==> src/rtl/irq_pkg.sv <==
package irq_pkg;

    // Positions of the asynchronous inputs in the synchronizer vector
    localparam int SRC_DIO  = 0;
    localparam int SRC_EXT  = 1;
    localparam int SRC_TICK = 2;
    localparam int SRC_N    = 3;
    localparam int SYNC_W   = SRC_N + 1;   // sources plus the inhibit pin

    // Armed bit is the MSB, pending bit the LSB
    typedef enum logic [1:0] {
        ST_OFF_IDLE = 2'b00,
        ST_OFF_HELD = 2'b01,
        ST_ON_IDLE  = 2'b10,
        ST_ON_HELD  = 2'b11
    } irq_state_t;

endpackage

==> src/rtl/irq_sync.sv <==
module irq_sync #(
    parameter int W      = 1,
    parameter int STAGES = 2
) (
    input  logic         clk,
    input  logic         rst_n,
    input  logic [W-1:0] d,
    output logic [W-1:0] q
);

    logic [STAGES-1:0][W-1:0] stg;

    always_ff @(posedge clk or negedge rst_n) begin
        if (!rst_n) begin
            stg <= '0;
        end else begin
            stg[0] <= d;
            for (int s = 1; s < STAGES; s++) begin
                stg[s] <= stg[s-1];
            end
        end
    end

    assign q = stg[STAGES-1];

endmodule

==> src/rtl/irq_rise_det.sv <==
module irq_rise_det #(
    parameter int W = 1
) (
    input  logic         clk,
    input  logic         rst_n,
    input  logic [W-1:0] d,
    output logic [W-1:0] rise
);

    logic [W-1:0] prev;

    always_ff @(posedge clk or negedge rst_n) begin
        if (!rst_n) prev <= '0;
        else        prev <= d;
    end

    assign rise = d & ~prev;

endmodule

==> src/rtl/irq_fsm.sv <==
module irq_fsm
    import irq_pkg::*;
(
    input  logic clk,
    input  logic rst_n,
    input  logic cmd_arm,
    input  logic cmd_disarm,
    input  logic cmd_clear,
    input  logic edge_hit,
    input  logic inh_ok,
    output logic armed,
    output logic pending,
    output logic irq_req
);

    irq_state_t state, state_nx;
    logic       capture;

    // A detected edge only counts while the inhibit pin is released
    assign capture = edge_hit & inh_ok;

    always_ff @(posedge clk or negedge rst_n) begin
        if (!rst_n) state <= ST_OFF_IDLE;
        else        state <= state_nx;
    end

    always_comb begin
        state_nx = state;
        unique case (state)
            ST_OFF_IDLE: begin
                if (cmd_arm) state_nx = ST_ON_IDLE;                // arm
            end
            ST_OFF_HELD: begin
                if (cmd_arm)        state_nx = ST_ON_HELD;         // arm
                else if (cmd_clear) state_nx = ST_OFF_IDLE;        // clear
            end
            ST_ON_IDLE: begin
                if (cmd_disarm)   state_nx = capture ? ST_OFF_HELD : ST_OFF_IDLE; // disarm
                else if (capture) state_nx = ST_ON_HELD;           // capture
            end
            ST_ON_HELD: begin
                if (cmd_disarm)     state_nx = ST_OFF_HELD;        // disarm
                else if (cmd_clear) state_nx = capture ? ST_ON_HELD : ST_ON_IDLE; // clear / clear-lost
            end
            default: state_nx = ST_OFF_IDLE;
        endcase
    end

    always_comb begin
        armed   = 1'b0;
        pending = 1'b0;
        irq_req = 1'b0;
        unique case (state)
            ST_OFF_IDLE: ;
            ST_OFF_HELD: pending = 1'b1;
            ST_ON_IDLE:  armed   = 1'b1;
            ST_ON_HELD: begin
                armed   = 1'b1;
                pending = 1'b1;
                irq_req = inh_ok;
            end
            default: ;
        endcase
    end

endmodule

==> src/rtl/irq_edge_ctrl.sv <==
module irq_edge_ctrl
    import irq_pkg::*;
#(
    parameter int                ADDR_W      = 4,
    parameter int                SYNC_STAGES = 2,
    parameter logic [ADDR_W-1:0] OFS_DISARM  = 4'hD,
    parameter logic [ADDR_W-1:0] OFS_ARM     = 4'hE,
    parameter logic [ADDR_W-1:0] OFS_CLEAR   = 4'hF
) (
    input  logic              clk,
    input  logic              rst_n,
    input  logic              bus_wr,
    input  logic [ADDR_W-1:0] bus_addr,
    input  logic              dio_in,
    input  logic              ext_in,
    input  logic              tick_in,
    input  logic              inhibit_n,
    input  logic              strap_src_sel,
    input  logic              strap_grp_en,
    input  logic              strap_tick_en,
    output logic              irq_out
);

    logic [SYNC_W-1:0] raw_in, syn_in;
    logic [SRC_N-1:0]  src_rise;
    logic              inh_ok;
    logic              grp_rise, tick_rise, edge_hit;
    logic              cmd_arm, cmd_disarm, cmd_clear;
    logic              armed, pending;

    always_comb begin
        raw_in           = '0;
        raw_in[SRC_DIO]  = dio_in;
        raw_in[SRC_EXT]  = ext_in;
        raw_in[SRC_TICK] = tick_in;
        raw_in[SRC_N]    = inhibit_n;
    end

    irq_sync #(.W(SYNC_W), .STAGES(SYNC_STAGES)) u_sync (
        .clk   (clk),
        .rst_n (rst_n),
        .d     (raw_in),
        .q     (syn_in)
    );

    // Edges are found on each line before selection, so moving the strap cannot fake one
    irq_rise_det #(.W(SRC_N)) u_rise (
        .clk   (clk),
        .rst_n (rst_n),
        .d     (syn_in[SRC_N-1:0]),
        .rise  (src_rise)
    );

    assign inh_ok    = syn_in[SRC_N];
    assign grp_rise  = strap_grp_en & (strap_src_sel ? src_rise[SRC_EXT] : src_rise[SRC_DIO]);
    assign tick_rise = strap_tick_en & src_rise[SRC_TICK];
    assign edge_hit  = grp_rise | tick_rise;

    assign cmd_arm    = bus_wr && (bus_addr == OFS_ARM);
    assign cmd_disarm = bus_wr && (bus_addr == OFS_DISARM);
    assign cmd_clear  = bus_wr && (bus_addr == OFS_CLEAR);

    irq_fsm u_fsm (
        .clk        (clk),
        .rst_n      (rst_n),
        .cmd_arm    (cmd_arm),
        .cmd_disarm (cmd_disarm),
        .cmd_clear  (cmd_clear),
        .edge_hit   (edge_hit),
        .inh_ok     (inh_ok),
        .armed      (armed),
        .pending    (pending),
        .irq_req    (irq_out)
    );

endmodule

==> config.mk <==
export PLATFORM = sky130hd
export DESIGN_NAME = irq_edge_ctrl
export DESIGN_NICKNAME = d
export VERILOG_FILES = /design/src/rtl/irq_pkg.sv /design/src/rtl/irq_sync.sv /design/src/rtl/irq_rise_det.sv /design/src/rtl/irq_fsm.sv /design/src/rtl/irq_edge_ctrl.sv
export SDC_FILE = /design/constraint.sdc
export NUM_CORES = 1
export LEC_CHECK = 0
export ABC_AREA = 1
export BUFFER_PORTS_ARGS = -buffer_cell sky130_fd_sc_hd__clkbuf_2
export CORE_AREA = 2 2 39 41
export CTS_CLUSTER_SIZE = 10
export DETAILED_ROUTE_END_ITERATION = 10
export DIE_AREA = 0 0 41 43
export PLACE_DENSITY = 0.76
export SLEW_MARGIN = 0
export SYNTH_ARGS = -nofsm -noshare
export SYNTH_HDL_FRONTEND = slang
export SYNTH_SLANG_ARGS = --single-unit
==> constraint.sdc <==
create_clock -name clk -period 1 [get_ports clk]
set_input_delay 0.05 -clock clk [delete_from_list [all_inputs] [get_ports clk]]
set_output_delay 0.05 -clock clk [all_outputs]
set_load 0.1 [all_outputs]
==> impl_metrics.ini <==
[critical_path]
startpoint_type = register
path_class = reg2reg
arrival_ns = 1.35
end_kind = register
required_ns = 1.17
worstPathMaxFanout = 3

[job]
cap_violations = 0

[sta]
clock_skew_ns = 0.00369
fmax_mhz = 847
min_period_ns = 1.18
setup_viol = 2
slew_violations = 0
rsz0062_at_grt = yes
period_share = 1.18
hold_violations = 0
setup_slack_ns = -0.180
worst_slew_pin_slew_ns = 0.308
slew_headroom = 0.794

[finish]
multi_input_area_um2 = 214
syn2layout_area_growth_pct = 46.5
nets = 105
regArea_um2 = 327
final_common_cell = nand2_1
mostFrequentLayoutCells = nand2_1, clkbuf_2, dfrtp_1
final_core_util = 0.579
post_route_cells_drive_above_1_share = 0.400
fillers = 120
fin_area_um2 = 801
diodes = 0

[die]
dieArea_um2 = 1760
die_h_um = 43
coreArea_um2 = 1380
die_x_um = 41
start_util = 0.395
ioPinCount = 15
num_rows = 14

[grt]
grt.total_usage = 0.133
grt_pass1_wl_mm = 1.53
grt_pass1_vias = 425
antenna_found_initial = 0
grt_overflow = 0
grt_max_degree = 14

[pwr]
p_comb_frac = 0.426
cellLeakagePower_nw = 0.417
powerDensity_nw_per_um2 = 2020
p_sw_frac = 0.334
p_int_w = 0.00107
p_sw_w = 0.000540
seq_power_share = 0.384
total_power_w = 0.00161
peakVddDrop_mv = 1.22
p_clk_frac = 0.190

[routing]
first_pass_iters = 4
ant_nets = 0
routedWlPerCell_um = 8.94
wl_um = 948
route.detailed.vias_per_inst = 4.25
initialDrtViolationCount = 2
drc = 0
vias = 450

[clock_tree]
root_buffer = clkbuf_4
cts_buffer_depth = 2
path_clk_slew_ns = 0.07
htreeDepth = 1
cts.sinks = 13
cts_tree = built
clock_latency_ns = 0.27
numCtsBuffers = 3

[placed_design]
preCtsSetupSlack_ns = -0.0980
port-buffer-count = 14
gp_congestion = 0.732
placed_area_um2 = 677
dpl.hpwl_um = 627

[min_path]
min_path_type = in2reg

[outcome]
status = finished with violations
violations = setup timing

[logic_synthesis]
syn-num-nets = 76
synth_top_area_frac = 0.595
ys_ff_latch = 13
synth_cell_types = 15
synth.area.top_cells = dfrtp_1, nand2_1, inv_1
synth_top_area_cell = dfrtp_1
synth_area_per_cell_um2 = 8.82
yosysWarnings = 0
synth_seq_area_share = 0.595
syn_inst = 62
syn-cell-area_um2 = 547
[power groups by stage]
stage	sequential [W]	clock, W	combinational, W
final	0.000620	0.000307	0.000688
after global routing	0.000628	0.000351	0.000751
after CTS	0.000617	0.000319	0.000664
after detailed placement	0.000642	0	0.000508
after global placement	0.000639	0	0.000500
after floorplan	0.000635	0	0.000330
[timing repair]
item                       CTS  global route
gates cloned                 0             0
hold endpoints to repair    17             0
resized for setup            6             2
buffers inserted             3             0
hold buffers                 5             0
setup endpoints to repair    2             2
pin swaps                    2             6
[cells by family after synthesis]
| kind of cell | after synthesis | synth area share |
|---|---|---|
| AOI/OAI and AO/OA | 3 | 0.0389 |
| and+or+nand+nor | 37 | 0.304 |
| buffers and inverters | 9 | 0.0618 |
| DFF | 13 | 0.595 |
[registers in the layout, indices dropped and copies added (netlist names)]
name         count
u_fsm.state      2
u_rise.prev      3
u_sync.q         4
u_sync.stg       4
[cells in the mapped netlist]
cell / instances
nand3_2: 1
nor3_1: 1
inv_1: 8
dfrtp_1: 13
nand2_2: 1
nand3b_1: 1
o21ai_0: 1
inv_2: 1
nand2_1: 17
nand3_1: 5
o211ai_1: 1
and3_1: 1
o21ai_2: 1
nor2_1: 8
nor2_2: 2
[worst max-delay path, stage by stage (launching register included)]
cell	delay, ns
dfrtp_1	0.40
buf_4	0.14
inv_2	0.08
and3_4	0.19
nand2_1	0.05
nand3_1	0.08
nand2_1	0.05
nand2_1	0.06
inv_1	0.04
[per-layer routing]
metal  vias up  GRT usage  routed length, um  share of wire
li1        247          -                  -              -
met4         0     0.0867                 17          0.018
met5         -          0                  0              0
met2        14      0.209                466           0.49
met1       185      0.124                412           0.43
met3         4     0.0733                 52          0.055
[final cells by class]
| cell class | instances | area share |
|---|---|---|
| inverters | 9 | 0.0422 |
| flip-flops and latches | 13 | 0.408 |
| well taps | 16 | 0.0250 |
| multi-input cells | 40 | 0.267 |
| clock buffers | 4 | 0.0328 |
| repair buffers | 24 | 0.225 |
[final timing paths]
check	startpoint	end	slack, ns	cells past startpoint
setup / recovery	u_fsm.state[0]$_DFFE_PN0P_	u_fsm.state[0]$_DFFE_PN0P_	-0.18	8
hold / removal	bus_addr[1]	u_fsm.state[1]$_DFFE_PN0P_	0.18	5
setup reg to reg	u_fsm.state[0]$_DFFE_PN0P_	u_fsm.state[0]$_DFFE_PN0P_	-0.18	8
hold reg to reg	u_sync.stg[0]$_DFF_PN0_	u_sync.q[0]$_DFF_PN0_	0.35	0
max in group asynchronous	rst_n	u_fsm.state[1]$_DFFE_PN0P_	0.55	2
min in group asynchronous	rst_n	u_rise.prev[0]$_DFF_PN0_	0.20	2
[metrics by stage]
step / hold WS (ns) / cells / TNS (ns)
after floorplan: -0.246 / 62 / -0.0682
after global placement: -0.0560 / 94 / -0.0567
after detailed placement: -0.0526 / 94 / -0.0980
after CTS: 0.169 / 106 / -0.302
after global routing: 0.200 / 106 / -0.487
final: 0.177 / 106 / -0.348
(Power assumes the default switching activity.)
